--- config.mk ---
export PLATFORM = sky130hd
export DESIGN_NAME = laps_rx_validator
export DESIGN_NICKNAME = d
export VERILOG_FILES = /design/src/rtl/laps_rx_pkg.sv /design/src/rtl/laps_fcs_strip.sv /design/src/rtl/laps_frame_check.sv /design/src/rtl/laps_sat_counter.sv /design/src/rtl/laps_rx_validator.sv
export SDC_FILE = /design/constraint.sdc
export NUM_CORES = 1
export LEC_CHECK = 0
export BUFFER_PORTS_ARGS = -buffer_cell sky130_fd_sc_hd__buf_2
export CAP_MARGIN = 20
export CELL_PAD_IN_SITES_DETAIL_PLACEMENT = 2
export CELL_PAD_IN_SITES_GLOBAL_PLACEMENT = 2
export CORE_MARGIN = 5
export CORE_UTILIZATION = 38
export CTS_CLUSTER_DIAMETER = 120
export DETAILED_ROUTE_END_ITERATION = 6
export PLACE_DENSITY = 0.91
export SYNTH_ARGS = -nofsm -noshare
export SYNTH_HDL_FRONTEND = slang
export SYNTH_HIERARCHICAL = 1
export SYNTH_SLANG_ARGS = --single-unit
--- constraint.sdc ---
create_clock -name clk -period 6.2 [get_ports clk]
set_input_delay 1.55 -clock clk [delete_from_list [all_inputs] [get_ports clk]]
set_output_delay 1.55 -clock clk [all_outputs]
set_load 0.02 [all_outputs]
--- src/rtl/laps_rx_pkg.sv ---
package laps_rx_pkg;
   localparam int HDR_LEN = 4;
   localparam int FCS_LEN = 4;
   localparam int CAUSE_W = 6;
   localparam logic [31:0] CRC_POLY_R = 32'hEDB88320;
   localparam logic [31:0] CRC_GOOD   = 32'hDEBB20E3;

   // Bit order matches the frm_cause port: esc is bit 0, upab is bit 5.
   typedef struct packed {
      logic upab;
      logic sapih;
      logic hdr;
      logic shrt;
      logic fcs;
      logic esc;
   } cause_t;

   function automatic logic [31:0] crc32_byte(input logic [31:0] c, input logic [7:0] d);
      logic [31:0] r;
      r = c ^ {24'h0, d};
      for (int b = 0; b < 8; b++) begin
         r = r[0] ? ((r >> 1) ^ CRC_POLY_R) : (r >> 1);
      end
      return r;
   endfunction
endpackage

--- src/rtl/laps_fcs_strip.sv ---
module laps_fcs_strip #(
   parameter int DEPTH = 4,
   parameter int W     = 8
) (
   input  logic         clk,
   input  logic         rst_n,
   input  logic         clear,
   input  logic         push,
   input  logic [W-1:0] din,
   output logic         pop,
   output logic [W-1:0] pop_data
);
   localparam int FW = $clog2(DEPTH + 1);

   logic [W-1:0]  stage [DEPTH];
   logic [FW-1:0] fill_q;
   logic [FW-1:0] fill_c;

   assign fill_c   = clear ? '0 : fill_q;
   assign pop      = push && (fill_c == FW'(DEPTH));
   assign pop_data = stage[DEPTH-1];

   always_ff @(posedge clk or negedge rst_n) begin
      if (!rst_n)             fill_q <= '0;
      else if (clear || push) fill_q <= fill_c + FW'(push && !pop);
   end

   for (genvar k = 0; k < DEPTH; k++) begin : g_stage
      if (k == 0) begin : g_head
         always_ff @(posedge clk or negedge rst_n) begin
            if (!rst_n)    stage[k] <= '0;
            else if (push) stage[k] <= din;
         end
      end else begin : g_tail
         always_ff @(posedge clk or negedge rst_n) begin
            if (!rst_n)    stage[k] <= '0;
            else if (push) stage[k] <= stage[k-1];
         end
      end
   end
endmodule

--- src/rtl/laps_frame_check.sv ---
module laps_frame_check
   import laps_rx_pkg::*;
#(
   parameter int IDX_W = 12
) (
   input  logic             clk,
   input  logic             rst_n,
   input  logic             start,
   input  logic             take,
   input  logic [IDX_W-1:0] idx,
   input  logic [7:0]       data,
   input  logic [7:0]       cfg_addr,
   input  logic [7:0]       cfg_ctrl,
   input  logic [7:0]       cfg_sapi_hi,
   input  logic [7:0]       cfg_sapi_lo,
   output logic             esc_o,
   output logic             fcs_bad_o,
   output logic             hdr_o,
   output logic             sapih_o
);
   logic [31:0] crc_q, crc_c, crc_n;
   logic        esc_q, prev7d_q, hdr_q, sapih_q;
   logic        esc_c, prev7d_c, hdr_c, sapih_c;

   // Verdicts include the byte presented this cycle.
   always_comb begin
      crc_c    = start ? '1   : crc_q;
      esc_c    = start ? 1'b0 : esc_q;
      prev7d_c = start ? 1'b0 : prev7d_q;
      hdr_c    = start ? 1'b0 : hdr_q;
      sapih_c  = start ? 1'b0 : sapih_q;
      crc_n     = crc32_byte(crc_c, data);
      fcs_bad_o = (crc_n != CRC_GOOD);
      esc_o     = esc_c | (prev7d_c && data == 8'h7E);
      hdr_o     = hdr_c | (idx == IDX_W'(0) && data != cfg_addr)
                        | (idx == IDX_W'(1) && data != cfg_ctrl)
                        | (idx == IDX_W'(3) && data != cfg_sapi_lo);
      sapih_o   = sapih_c | (idx == IDX_W'(2) && data != cfg_sapi_hi);
   end

   always_ff @(posedge clk or negedge rst_n) begin
      if (!rst_n) begin
         crc_q    <= '1;
         esc_q    <= 1'b0;
         prev7d_q <= 1'b0;
         hdr_q    <= 1'b0;
         sapih_q  <= 1'b0;
      end else if (take) begin
         crc_q    <= crc_n;
         esc_q    <= esc_o;
         prev7d_q <= (data == 8'h7D);
         hdr_q    <= hdr_o;
         sapih_q  <= sapih_o;
      end
   end
endmodule

--- src/rtl/laps_sat_counter.sv ---
module laps_sat_counter #(
   parameter int W = 24
) (
   input  logic         clk,
   input  logic         rst_n,
   input  logic         inc,
   output logic [W-1:0] count
);
   localparam logic [W-1:0] TOP = '1;

   always_ff @(posedge clk or negedge rst_n) begin
      if (!rst_n)                   count <= '0;
      else if (inc && count != TOP) count <= count + 1'b1;
   end
endmodule

--- src/rtl/laps_rx_validator.sv ---
module laps_rx_validator
   import laps_rx_pkg::*;
#(
   parameter int CNT_W      = 24,
   parameter int IDX_W      = 12,
   parameter int MIN_OCTETS = 6
) (
   input  logic               clk,
   input  logic               rst_n,
   input  logic               in_valid,
   input  logic [7:0]         in_data,
   input  logic               in_sof,
   input  logic               in_eof,
   input  logic               in_abort,
   input  logic [7:0]         cfg_addr,
   input  logic [7:0]         cfg_ctrl,
   input  logic [7:0]         cfg_sapi_hi,
   input  logic [7:0]         cfg_sapi_lo,
   input  logic               sapi_irq_en,
   output logic               out_valid,
   output logic [7:0]         out_data,
   output logic               out_sof,
   output logic               out_eof,
   output logic               out_bad,
   output logic               frm_done,
   output logic               frm_bad,
   output logic [CAUSE_W-1:0] frm_cause,
   output logic               sapi_irq,
   output logic [CNT_W-1:0]   good_cnt,
   output logic [CNT_W-1:0]   abort_cnt
);
   localparam logic [IDX_W-1:0] IDX_MAX = '1;
   localparam logic [IDX_W:0]   MIN_L   = (IDX_W+1)'(MIN_OCTETS);

   if (CNT_W < 2) begin : g_bad_cnt_w
      $error("CNT_W must be at least 2");
   end
   if (IDX_W < 4 || MIN_OCTETS < 1 || MIN_OCTETS >= (1 << IDX_W)) begin : g_bad_min
      $error("MIN_OCTETS must fit the byte index width");
   end

   logic             start, take, last, push, pop, in_frame_q, first_q, first_c;
   logic [IDX_W-1:0] idx_q, idx_c;
   logic [7:0]       pop_data;
   logic             esc_n, fcs_bad_n, hdr_n, sapih_n;
   cause_t           cause_n;
   logic             bad_n;

   assign start = in_valid && in_sof;
   assign take  = in_valid && (in_sof || in_frame_q);
   assign last  = take && in_eof;
   assign idx_c = start ? '0 : idx_q;
   assign push  = take && (idx_c >= IDX_W'(HDR_LEN));
   assign first_c = start ? 1'b1 : first_q;

   laps_frame_check #(.IDX_W(IDX_W)) u_check (
      .clk(clk), .rst_n(rst_n), .start(start), .take(take), .idx(idx_c),
      .data(in_data), .cfg_addr(cfg_addr), .cfg_ctrl(cfg_ctrl),
      .cfg_sapi_hi(cfg_sapi_hi), .cfg_sapi_lo(cfg_sapi_lo),
      .esc_o(esc_n), .fcs_bad_o(fcs_bad_n), .hdr_o(hdr_n), .sapih_o(sapih_n)
   );

   laps_fcs_strip #(.DEPTH(FCS_LEN), .W(8)) u_strip (
      .clk(clk), .rst_n(rst_n), .clear(start), .push(push), .din(in_data),
      .pop(pop), .pop_data(pop_data)
   );

   always_comb begin
      cause_n.esc   = esc_n;
      cause_n.fcs   = fcs_bad_n;
      cause_n.shrt  = (({1'b0, idx_c}) + 1'b1) < MIN_L;
      cause_n.hdr   = hdr_n;
      cause_n.sapih = sapih_n;
      cause_n.upab  = in_abort;
      bad_n         = |cause_n;
   end

   always_ff @(posedge clk or negedge rst_n) begin
      if (!rst_n) begin
         in_frame_q <= 1'b0;
         idx_q      <= '0;
         first_q    <= 1'b0;
      end else if (take) begin
         in_frame_q <= !in_eof;
         idx_q      <= (idx_c == IDX_MAX) ? idx_c : idx_c + 1'b1;
         first_q    <= first_c && !pop;
      end
   end

   always_ff @(posedge clk or negedge rst_n) begin
      if (!rst_n) begin
         out_valid <= 1'b0;
         out_data  <= '0;
         out_sof   <= 1'b0;
         out_eof   <= 1'b0;
         out_bad   <= 1'b0;
         frm_done  <= 1'b0;
         frm_bad   <= 1'b0;
         frm_cause <= '0;
         sapi_irq  <= 1'b0;
      end else begin
         out_valid <= pop;
         out_data  <= pop ? pop_data : out_data;
         out_sof   <= pop && first_c;
         out_eof   <= pop && last;
         out_bad   <= pop && last && bad_n;
         frm_done  <= last;
         frm_bad   <= last && bad_n;
         frm_cause <= last ? cause_n : '0;
         sapi_irq  <= last && sapih_n && sapi_irq_en;
      end
   end

   laps_sat_counter #(.W(CNT_W)) u_good_cnt (
      .clk(clk), .rst_n(rst_n), .inc(last && !bad_n), .count(good_cnt)
   );
   laps_sat_counter #(.W(CNT_W)) u_abort_cnt (
      .clk(clk), .rst_n(rst_n), .inc(last && bad_n), .count(abort_cnt)
   );
endmodule

* After elaboration in Yosys (flattened, before gate mapping)
Cells that the tools add are included.
** Cells by class
- $add $sub $neg :: 5
- Order comparisons :: 2
- Equal/unequal tests :: 14
- Mux-type cells :: 18
- Bitwise operators :: 14
- Reduce and logical (&&, ||, !) cells :: 28
** Operators by type and width (count)
- 32-bit two-way mux :: 9
- 13-bit inverter with 14-bit output :: 8
- 24-bit by 1-bit adder with 24-bit output (second input constant) :: 2
- 24-bit != test (second input constant) :: 2
- 32-bit != test (second input constant) :: 1
- 8-bit != test :: 4
- 32-bit by 8-bit XOR with 32-bit output :: 1
- 12-bit by 2-bit == test with 1-bit output (second input constant) :: 2
- 12-bit two-way mux :: 2
- 1-bit logical AND :: 21
- 8-bit by 7-bit == test with 1-bit output (second input constant) :: 2
- 12-bit by 1-bit adder with 13-bit output (second input constant) :: 1
- 13-bit by 3-bit less-than comparator with 1-bit output (second input constant) :: 1
- 12-bit by 1-bit adder with 12-bit output (second input constant) :: 1
- 12-bit by 1-bit == test with 1-bit output (second input constant) :: 1
- 12-bit == test (second input constant) :: 1
- 12-bit by 3-bit >= comparator with 1-bit output (second input constant) :: 1
- 12-bit logical NOT :: 1
- 6-bit two-way mux :: 1
- 6-bit OR reduction :: 1
- 1-bit two-way mux :: 5
- 1-bit OR :: 5
- 3-bit by 1-bit adder with 3-bit output :: 1
- 3-bit == test (second input constant) :: 1
- other kinds (3) :: 6
** Storage, ports and cells
- Register bits after elaboration :: 154
- Output and inout bits :: 69

* Logic depth before layout (Yosys ltp)
Gate-level depths: netlist of the first run.
- Depth after elaboration :: 24
- Mapped depth :: 21
- Gate-level depth less buffers :: 19

* Modules after synthesis
Netlist of the first run, hierarchy kept.
** By module, submodules not included
- laps_frame_check :: times used 1, cells an instance 392, area an instance 3565.9 um2, sequential area each 940.9 um2
- laps_sat_counter :: times used 2, cells an instance 97, area an instance 1137.3 um2, sequential area each 600.6 um2
- laps_rx_validator :: times used 1, cells an instance 161, area an instance 1690.4 um2, sequential area each 875.8 um2
- laps_fcs_strip :: times used 1, cells an instance 93, area an instance 1442.6 um2, sequential area each 875.8 um2

* Least setup slack after synthesis of the first run
No wires, ideal clock.
- Kind :: input -> register
- Start :: in in_valid
- End :: reg u_good_cnt.count[14]
- Setup time :: 133 ps
- Arrival time :: 5732 ps
- Required time :: 6067 ps
- Path slack :: 335 ps
- Stages :: 20
- Path buffers :: 3
- Path through :: nand2_1 inv_2 buf_2 buf_2 nor2_1 xnor2_1 clkbuf_1 ha_1 and3_1 nand4_1 a2111oi_2 o2111ai_1 a311o_1 or4_1 nor3_1 and3_1 nand4_1 a211oi_1 nand3_1 xnor2_1
** Between the ends
- Word-level cells in the longest chain between the ends :: 22
** Ends and longest elaborated chain
- start: declaration :: line laps_rx_validator.sv:10 : input logic in_valid,
- 1-bit logical AND (*) :: line laps_rx_validator.sv:49 : assign start = in_valid && in_sof;
- net start :: line laps_rx_validator.sv:42 : logic start, take, last, push, pop, in_frame_q, first_q, first_c;
- 32-bit two-way mux (*) :: line laps_frame_check.sv:27 : crc_c = start ? '1 : crc_q;
- 32-bit by 8-bit XOR with 32-bit output (*) :: line laps_rx_pkg.sv:20 : r = c ^ {24'h0, d};
- 13-bit inverter with 14-bit output (no source line)
- 32-bit two-way mux (*) (2 in series) :: line laps_rx_pkg.sv:22 : r = r[0] ? ((r >> 1) ^ CRC_POLY_R) : (r >> 1);
- 13-bit inverter with 14-bit output (no source line) / 32-bit two-way mux (equally long branches)
- 32-bit two-way mux (*) :: line laps_rx_pkg.sv:22
- [... 7 more ...]
- 13-bit inverter with 14-bit output (no source line)
- 32-bit two-way mux (*) :: line laps_rx_pkg.sv:22
- 32-bit != test (*) :: line laps_frame_check.sv:33 : fcs_bad_o = (crc_n != CRC_GOOD);
- net fcs_bad_n :: line laps_rx_validator.sv:45 : logic esc_n, fcs_bad_n, hdr_n, sapih_n;
- 6-bit OR reduction (*) :: line laps_rx_validator.sv:75 : bad_n = |cause_n;
- 1-bit logical NOT (*) :: line laps_rx_validator.sv:115 : .clk(clk), .rst_n(rst_n), .inc(last && !bad_n), .count(good_cnt)
- 1-bit logical AND (*) :: line laps_rx_validator.sv:115
- 1-bit logical AND (*) :: line laps_sat_counter.sv:13 : else if (inc && count != TOP) count <= count + 1'b1;
- end signal: assignment :: line laps_sat_counter.sv:13
- end: declaration :: line laps_sat_counter.sv:7 : output logic [W-1:0] count
Mark *: on every way through the listed nets, which the timed path passes. The rest lies on a longest branch.
A chain may end at the register's enable or synchronous reset.

* Final worst setup path of the first run
- Start :: in in_valid
- End :: reg u_abort_cnt.count[7]
** Between the ends
- Word-level cells in the longest chain between the ends :: 21
** Ends and longest elaborated chain
- 1-bit logical AND (*) :: line laps_rx_validator.sv:49
- 32-bit two-way mux (*) :: line laps_frame_check.sv:27
- 32-bit by 8-bit XOR with 32-bit output (*) :: line laps_rx_pkg.sv:20
- 13-bit inverter with 14-bit output (no source line)
- 32-bit two-way mux (*) (2 in series) :: line laps_rx_pkg.sv:22
- 13-bit inverter with 14-bit output (no source line) / 32-bit two-way mux (equally long branches)
- 32-bit two-way mux (*) :: line laps_rx_pkg.sv:22
- 13-bit inverter with 14-bit output (no source line)
- [... 5 more ...]
- 32-bit two-way mux (*) :: line laps_rx_pkg.sv:22
- 13-bit inverter with 14-bit output (no source line)
- 32-bit two-way mux (*) :: line laps_rx_pkg.sv:22
- 32-bit != test (*) :: line laps_frame_check.sv:33
- net fcs_bad_n :: line laps_rx_validator.sv:45
- 6-bit OR reduction (*) :: line laps_rx_validator.sv:75
- 1-bit logical AND (*) :: line laps_rx_validator.sv:118 : .clk(clk), .rst_n(rst_n), .inc(last && bad_n), .count(abort_cnt)
- 1-bit logical AND (*) :: line laps_sat_counter.sv:13
- end signal: assignment :: line laps_sat_counter.sv:13
- end: declaration :: line laps_sat_counter.sv:7
Marks and branches as above.

==> qor.yml, run 1 <==
status: "completed"
critPathTopFamily: "simple AND/OR/NAND/NOR gates"
fp.dieH_um: 164
postRouteAntennaNets: 0
yosys_register_bits: 154
clock_tree.htree_level_count: 4
worstPathRequired_ps: 6560
post_dp_cell_area_um2: 9850
viasPerCell: 6.01
syn_nets: 891
vias: 7709
power_density_relative_to_cell_area_nw_per_um2: 537
period_minus_slack_ps: 6150
tritoncts: "yes"
worstHoldPathType: "flop to flop"
critPathMostFrequentCell: "xnor2_1"
max_slew_margin: 0.435
netlist_top_cells_area: "dfrtp_1 (34%), xnor2_1 (13%), dfstp_2 (9.4%)"
netlist_top_cells_count: "xnor2_1 (132), dfrtp_1 (122), nor2_1 (63)"
synth-edff-count: 0
max_cap_viol_count: 0
asyncSetResetFlopFracSynth: 1.00
syn-mean-instance-area_um2: 10.7
first_pass_grt_wire_length_mm: 59.0
cts-buffers-inserted: 17
gr-total-overflow: 0
drt_first_pass_iters: 5
clk_pin_slew_ps: 80
hold_ws_ps: 512
synth.distinct_cells: 74
crit_slowest_cell: "or4_4"
finalInstanceArea_um2: 10700
maximum_clock_skew_at_final_layout_ps: 22.5
worstSetupEndpointType: "flop"
crit_path_cell_chain: "buf_2 -> nand2_2 -> clkinv_4 -> buf_12 -> nor2_2 -> xnor2_1 -> xnor2_1 -> xnor2_1 -> a211oi_2 -> o2111ai_2 -> a311o_1 -> or4_4 -> nor3_1 -> a21oi_2 -> o41a_1 -> nand4_1 -> xnor2_1"
cellLeakagePower_nw: 4.74
fill_cells: 2380
place.detailed.hpwl_mm: 22.9
yosysTopAreaCellShare: 0.340
clkLatencyLatePin_ps: 460
cts_root_buffer: "clkbuf_16"
cts_buffer_depth: 2
drc: 0
synth-seq-area-share: 0.434
floorplan.initialDensity: 0.385
cp_max_fo: 20
core-area_um2: 23300
buffers_plus_inverters_on_the_worst_setup_path: 3
synth-main-ff-cell: "dfrtp_1"
min_period_over_period: 0.992
grt_pass1_vias: 8757
slew_viol_final: 0
clock_sinks: 154
num_io_pins: 116
clock.fmax_mhz: 163
fin_nets: 1001
synth_largest_area_cell: "dfrtp_1"
fin_cells: 1283
worst_pin_slew_ps: 839
routabilityCongestion: 0.888
start_kind: "input port"
worst-setup-path-type: "input port to flop"
yosys.cell_count.top_type: "xnor2_1"
worst_ir_drop_vdd_mv: 0.283
dpl.cell_count: 1245
pin_count_of_the_biggest_net_entering_global_routing: 110
placement.io_buffers: 115
fp.dieArea_um2: 26800
global_route_total_usage_across_every_layer: 0.297
antenna_found_initial: 3
syn-instance-count: 840
report.final.setup_viol: 0
hold_violations: 0
syn2layout_area_growth_pct: 19.0
timing.critical_path.arrival_ps: 6510
synthesis.area_um2: 8970
drive_gt1_frac: 0.332
drt_first_iter_violations: 526
wl_mm: 39.0
timing.critical_path.slowest_cell_delay_ps: 580
num_rows: 56
floorplan.die.width_um: 164
yosys_warnings: 6
routed_wire_length_per_instance_um: 30.4
-- repair_timing --
| action | in CTS | in global routing |
|---|---|---|
| gates resized for setup | 12 | 16 |
| buffers inserted | 2 | 2 |
| setup endpoints to repair | 40 | 45 |
| pin swaps | 1 | 2 |
| hold buffers | 0 | 0 |
-- metrics by stage --
step | setup slack (ps) | power (mW) | utilization | TNS [ps]
floorplan | 335 | 3.36 | - | 0
global placement | 75.0 | 3.85 | 0.422 | 0
detailed placement | -517 | 4.11 | 0.422 | -11080
CTS | 1.32 | 5.50 | 0.453 | 0
global route | -35.0 | 5.90 | 0.458 | -90.7
finish | 48.9 | 5.73 | 0.458 | 0
-- logic make-up after synthesis --
family          Yosys count  synth area share
simple gates            261             0.167
xor+xnor                188             0.199
flops                   154             0.434
compound gates           96            0.0710
buf+inv                  71            0.0415
mux                      66            0.0816
fa+ha+maj                 4           0.00558
-- per-layer routing --
layer / global-route usage / routed length (um) / vias to the layer above
met5: 0 / 30 / -
met4: 0.166 / 2570 / 4
met3: 0.0593 / 2040 / 169
met2: 0.529 / 20000 / 359
met1: 0.331 / 14400 / 4029
li1: - / - / 3148
-- where the power goes --
group	internal (mW)	leakage, nW	total (mW)	switching [mW]
Clock	0.651	0.306	1.17	0.521
Sequential	1.36	1.93	1.72	0.369
Combinational	1.17	2.50	2.83	1.66
-- flip-flops by register name, indices dropped and copies added, names as in the netlist, 3 cells and up --
name and cells:
out_data 8, u_strip/fill_q 3, u_good_cnt/count 24, u_strip/stage 24, idx_q 12, u_strip/pop_data 8, frm_cause 6, u_abort_cnt/count 24
u_check/crc_q 32
-- layout by cell type (no fill, tap or decap), types with 5 or more instances in the layout --
cell	count
a21oi_1	38
and2_1	9
and3_1	21
and4_1	10
buf_2	114
buf_4	29
clkbuf_16	17
dfrtp_1	122
dfstp_2	32
inv_1	12
inv_6	6
mux2_1	5
mux2_2	52
mux2i_1	9
nand2_1	26
nand2b_1	5
nand3_1	32
nand4_1	27
nor2_1	59
nor2_2	6
nor2b_1	6
nor3_1	8
nor4_1	10
o21ai_0	15
o22ai_1	5
xnor2_1	127
xnor2_2	8
xor2_1	43
-- worst paths after layout --
kind / slack (ps) / cells after the start / end / start
worst max-delay path: 50 / 17 / u_abort_cnt/count[7] / in_valid
worst min-delay path: 510 / 1 / u_strip/stage[11] / u_strip/stage[11]
worst max register to register: 740 / 14 / u_abort_cnt/count[7] / u_check/crc_q[3]
worst min register to register: 510 / 1 / u_strip/stage[11] / u_strip/stage[11]
max in group asynchronous: 4080 / 2 / u_strip/stage[9] / rst_n
min in group asynchronous: 1040 / 1 / out_data[2] / rst_n
-- cell type report --
| class | count | area [um^2] | area share |
|---|---|---|---|
| clock inverters | 15 | 203 | 0.0190 |
| well taps | 319 | 399 | 0.0374 |
| flip-flops and latches | 154 | 3890 | 0.365 |
| clock buffers | 17 | 425 | 0.0398 |
| multi-input cells | 615 | 4840 | 0.454 |
| repair buffers | 146 | 847 | 0.0793 |
| diodes | 1 | 2.50 | 0.000234 |
| inverters | 16 | 65.1 | 0.00609 |
Note: power is estimated with default switching activity, not from simulation.
==> run 2, diff against run 1 <==
==> constraint.sdc (replaced) <==
create_clock -name clk -period 6.9 [get_ports clk]
set_input_delay 1.725 -clock clk [delete_from_list [all_inputs] [get_ports clk]]
set_output_delay 1.725 -clock clk [all_outputs]
set_load 0.02 [all_outputs]
==> qor.yml, run 2 (same netlist as run 1, synthesis figures left out) <==
worst_ir_drop_vdd_mv: 0.222  # -22%
num_rows: 56  # unchanged
drc: 0  # unchanged
core-area_um2: 23300  # unchanged
maximum_clock_skew_at_final_layout_ps: 14.4  # -8.14 ps
max_cap_viol_count: 0  # unchanged
power_density_relative_to_cell_area_nw_per_um2: 460  # -14%
syn2layout_area_growth_pct: 15.4
timing.critical_path.arrival_ps: 7150  # +640 ps
crit_path_cell_chain: "buf_2 -> nand2_1 -> inv_4 -> buf_4 -> nor2_1 -> xnor2_1 -> xnor2_1 -> or3b_1 -> a211oi_1 -> o2111ai_1 -> a311o_1 -> or4_1 -> nor3_1 -> and3_1 -> nand4_1 -> nor2_1 -> nand4_1 -> a21oi_1 -> mux2i_1"
layout.core_utilization: 0.444  # -0.0137
timing.critical_path.slowest_cell_delay_ps: 580  # about the same
tritoncts: "yes"
report.final.setup_viol: 0  # unchanged
p_seq_frac: 0.319  # +0.018
clock_tree.htree_level_count: 4  # unchanged
start_kind: "input port"
power_frac_comb: 0.480  # -0.014
floorplan.die.width_um: 164  # unchanged
worst_r2r_startpoint: "u_check/crc_q[1]"
r2r_end: "u_good_cnt/count[8]"
post_dp_cell_area_um2: 9750  # -0.97%
crit_slowest_cell: "or4_1"
postRouteAntennaNets: 0  # unchanged
drt_first_pass_iters: 5  # unchanged
fill_cells: 2356  # -1.0%
pin_count_of_the_biggest_net_entering_global_routing: 97  # -12%
rr_worst_depth: 17  # +3
sw_frac_of_total: 0.431  # -0.0137
fin_nets: 985  # -1.6%
clock.fmax_mhz: 146
vias: 7371  # -4.4%
total_switching_power_mw: 2.05  # -19%
min_to: "u_good_cnt/count[22]"
max_slew_margin: 0.366  # -0.0681
cts_buffer_depth: 2  # unchanged
timing.hold.worst.start: "u_good_cnt/count[22]"
whs_path_depth: 1  # unchanged
cts-buffers-inserted: 17  # unchanged
final.setup.tns_ps: 0  # unchanged
max_flop_register: "u_check/crc_q"
antenna-diode-count: 0  # -1
clkPwrFrac: 0.201  # -0.004
antenna_found_initial: 1  # -2
clock_sinks: 154  # unchanged
routabilityCongestion: 0.878  # -1.1%
final_common_cell: "xnor2_1"
cellLeakagePower_nw: 4.59  # -3.1%
highest_count_cells_in_the_layout_ignoring_fill_and_taps: "xnor2_1 (132), dfrtp_1 (122), buf_2 (114), nor2_1 (62), mux2_2 (52)"
finalInstanceArea_um2: 10400  # -3.0%
viasPerCell: 5.83  # -3.0%
cp_max_fo: 20  # unchanged
clkLatencyLatePin_ps: 450  # about the same
num_io_pins: 116  # unchanged
largest_register_ff_count: 32  # unchanged
min_period_over_period: 0.992
gr-total-overflow: 0  # unchanged
slew_viol_final: 0  # unchanged
worst-setup-path-type: "input port to flop"
finalPower_mw: 4.76  # -17%
first_pass_grt_wire_length_mm: 54.7  # -7.3%
place.detailed.hpwl_mm: 21.8  # -4.6%
r2r_setup_slack_ps: 1130  # +390 ps
status: "completed"
fp.dieH_um: 164  # unchanged
worst_pin_slew_ps: 948  # +109 ps
grt_pass1_vias: 8423  # -3.8%
worstSetupEndpointType: "flop"
internal-power_mw: 2.71  # -15%
cts.hold.buffers_added: 0  # unchanged
clk_pin_slew_ps: 70  # about the same
drive_gt1_frac: 0.302  # -0.0300
drt_first_iter_violations: 364  # -31%
wl_mm: 35.3  # -9.4%
floorplan.initialDensity: 0.385  # unchanged
cts_root_buffer: "clkbuf_16"
placement.io_buffers: 115  # unchanged
fp.dieArea_um2: 26800  # unchanged
routed_wire_length_per_instance_um: 27.9  # -8.1%
worstPathRequired_ps: 7210  # +650 ps
worstHoldPathType: "flop to flop"
hold_violations: 0  # unchanged
global_route_total_usage_across_every_layer: 0.271  # -0.0266
period_minus_slack_ps: 6840
[run 2: critical path, delay by kind of cell]
| family | cells | cell delay (ps) |
|---|---|---|
| and+or+nand+nor | 9 | 2890 |
| AOI/OAI and AO/OA | 4 | 1100 |
| buffers and inverters | 3 | 720 |
| xor gates and xnor gates | 2 | 570 |
| muxes | 1 | 140 |
[run 2: worst max path at each step]
stage / startpoint / slack [ps] / end
finish: in_valid / 60 / u_good_cnt/count[8]
global route: in_valid / -20 / u_good_cnt/count[8]
CTS: in_valid / 50 / u_good_cnt/count[12]
detailed placement: in_valid / 60 / u_good_cnt/count[18]
global placement: in_valid / 460 / u_good_cnt/count[14]
floorplan: in_valid / 860 / u_good_cnt/count[14]
[run 2: power by group through the flow]
stage / sequential (mW) / combinational (mW) / clock, mW
floorplan: 1.38 / 1.64 / 0
CTS: 1.51 / 2.25 / 0.971
finish: 1.52 / 2.29 / 0.958
global placement: 1.47 / 1.96 / 0
global route: 1.54 / 2.42 / 1.02
detailed placement: 1.50 / 2.11 / 0
[run 2: layout make-up]
class / instances / area, um^2 / area share
Multi-Input combinational cell: 615 / 4730 / 0.457
Sequential cell: 154 / 3890 / 0.376
Timing Repair Buffer: 130 / 694 / 0.0670
Clock buffer: 18 / 439 / 0.0424
Tap cell: 319 / 399 / 0.0385
Clock inverter: 13 / 136 / 0.0132
Inverter: 16 / 62.6 / 0.00604
[run 2: stage by stage]
stage                     setup WS, ps  hold slack [ps]  instances
after floorplan                    860              452        840
after global placement             463              463       1234
after detailed placement          60.9              488       1234
after CTS                         52.3              514       1265
after global routing             -23.9              531       1265
final                             55.9              514       1265
[run 2: layer usage]
| metal | global-route usage | wire [um] |
|---|---|---|
| met5 | 0 | 13 |
| met4 | 0.137 | 1620 |
| met3 | 0.0596 | 2080 |
| met2 | 0.476 | 18500 |
| met1 | 0.309 | 13100 |
[run 2: repair_timing]
item / 4_1_cts / 5_1_grt
setup buffers: 0 / 0
resized for setup: 0 / 6
endpoints found under the setup margin: 0 / 10
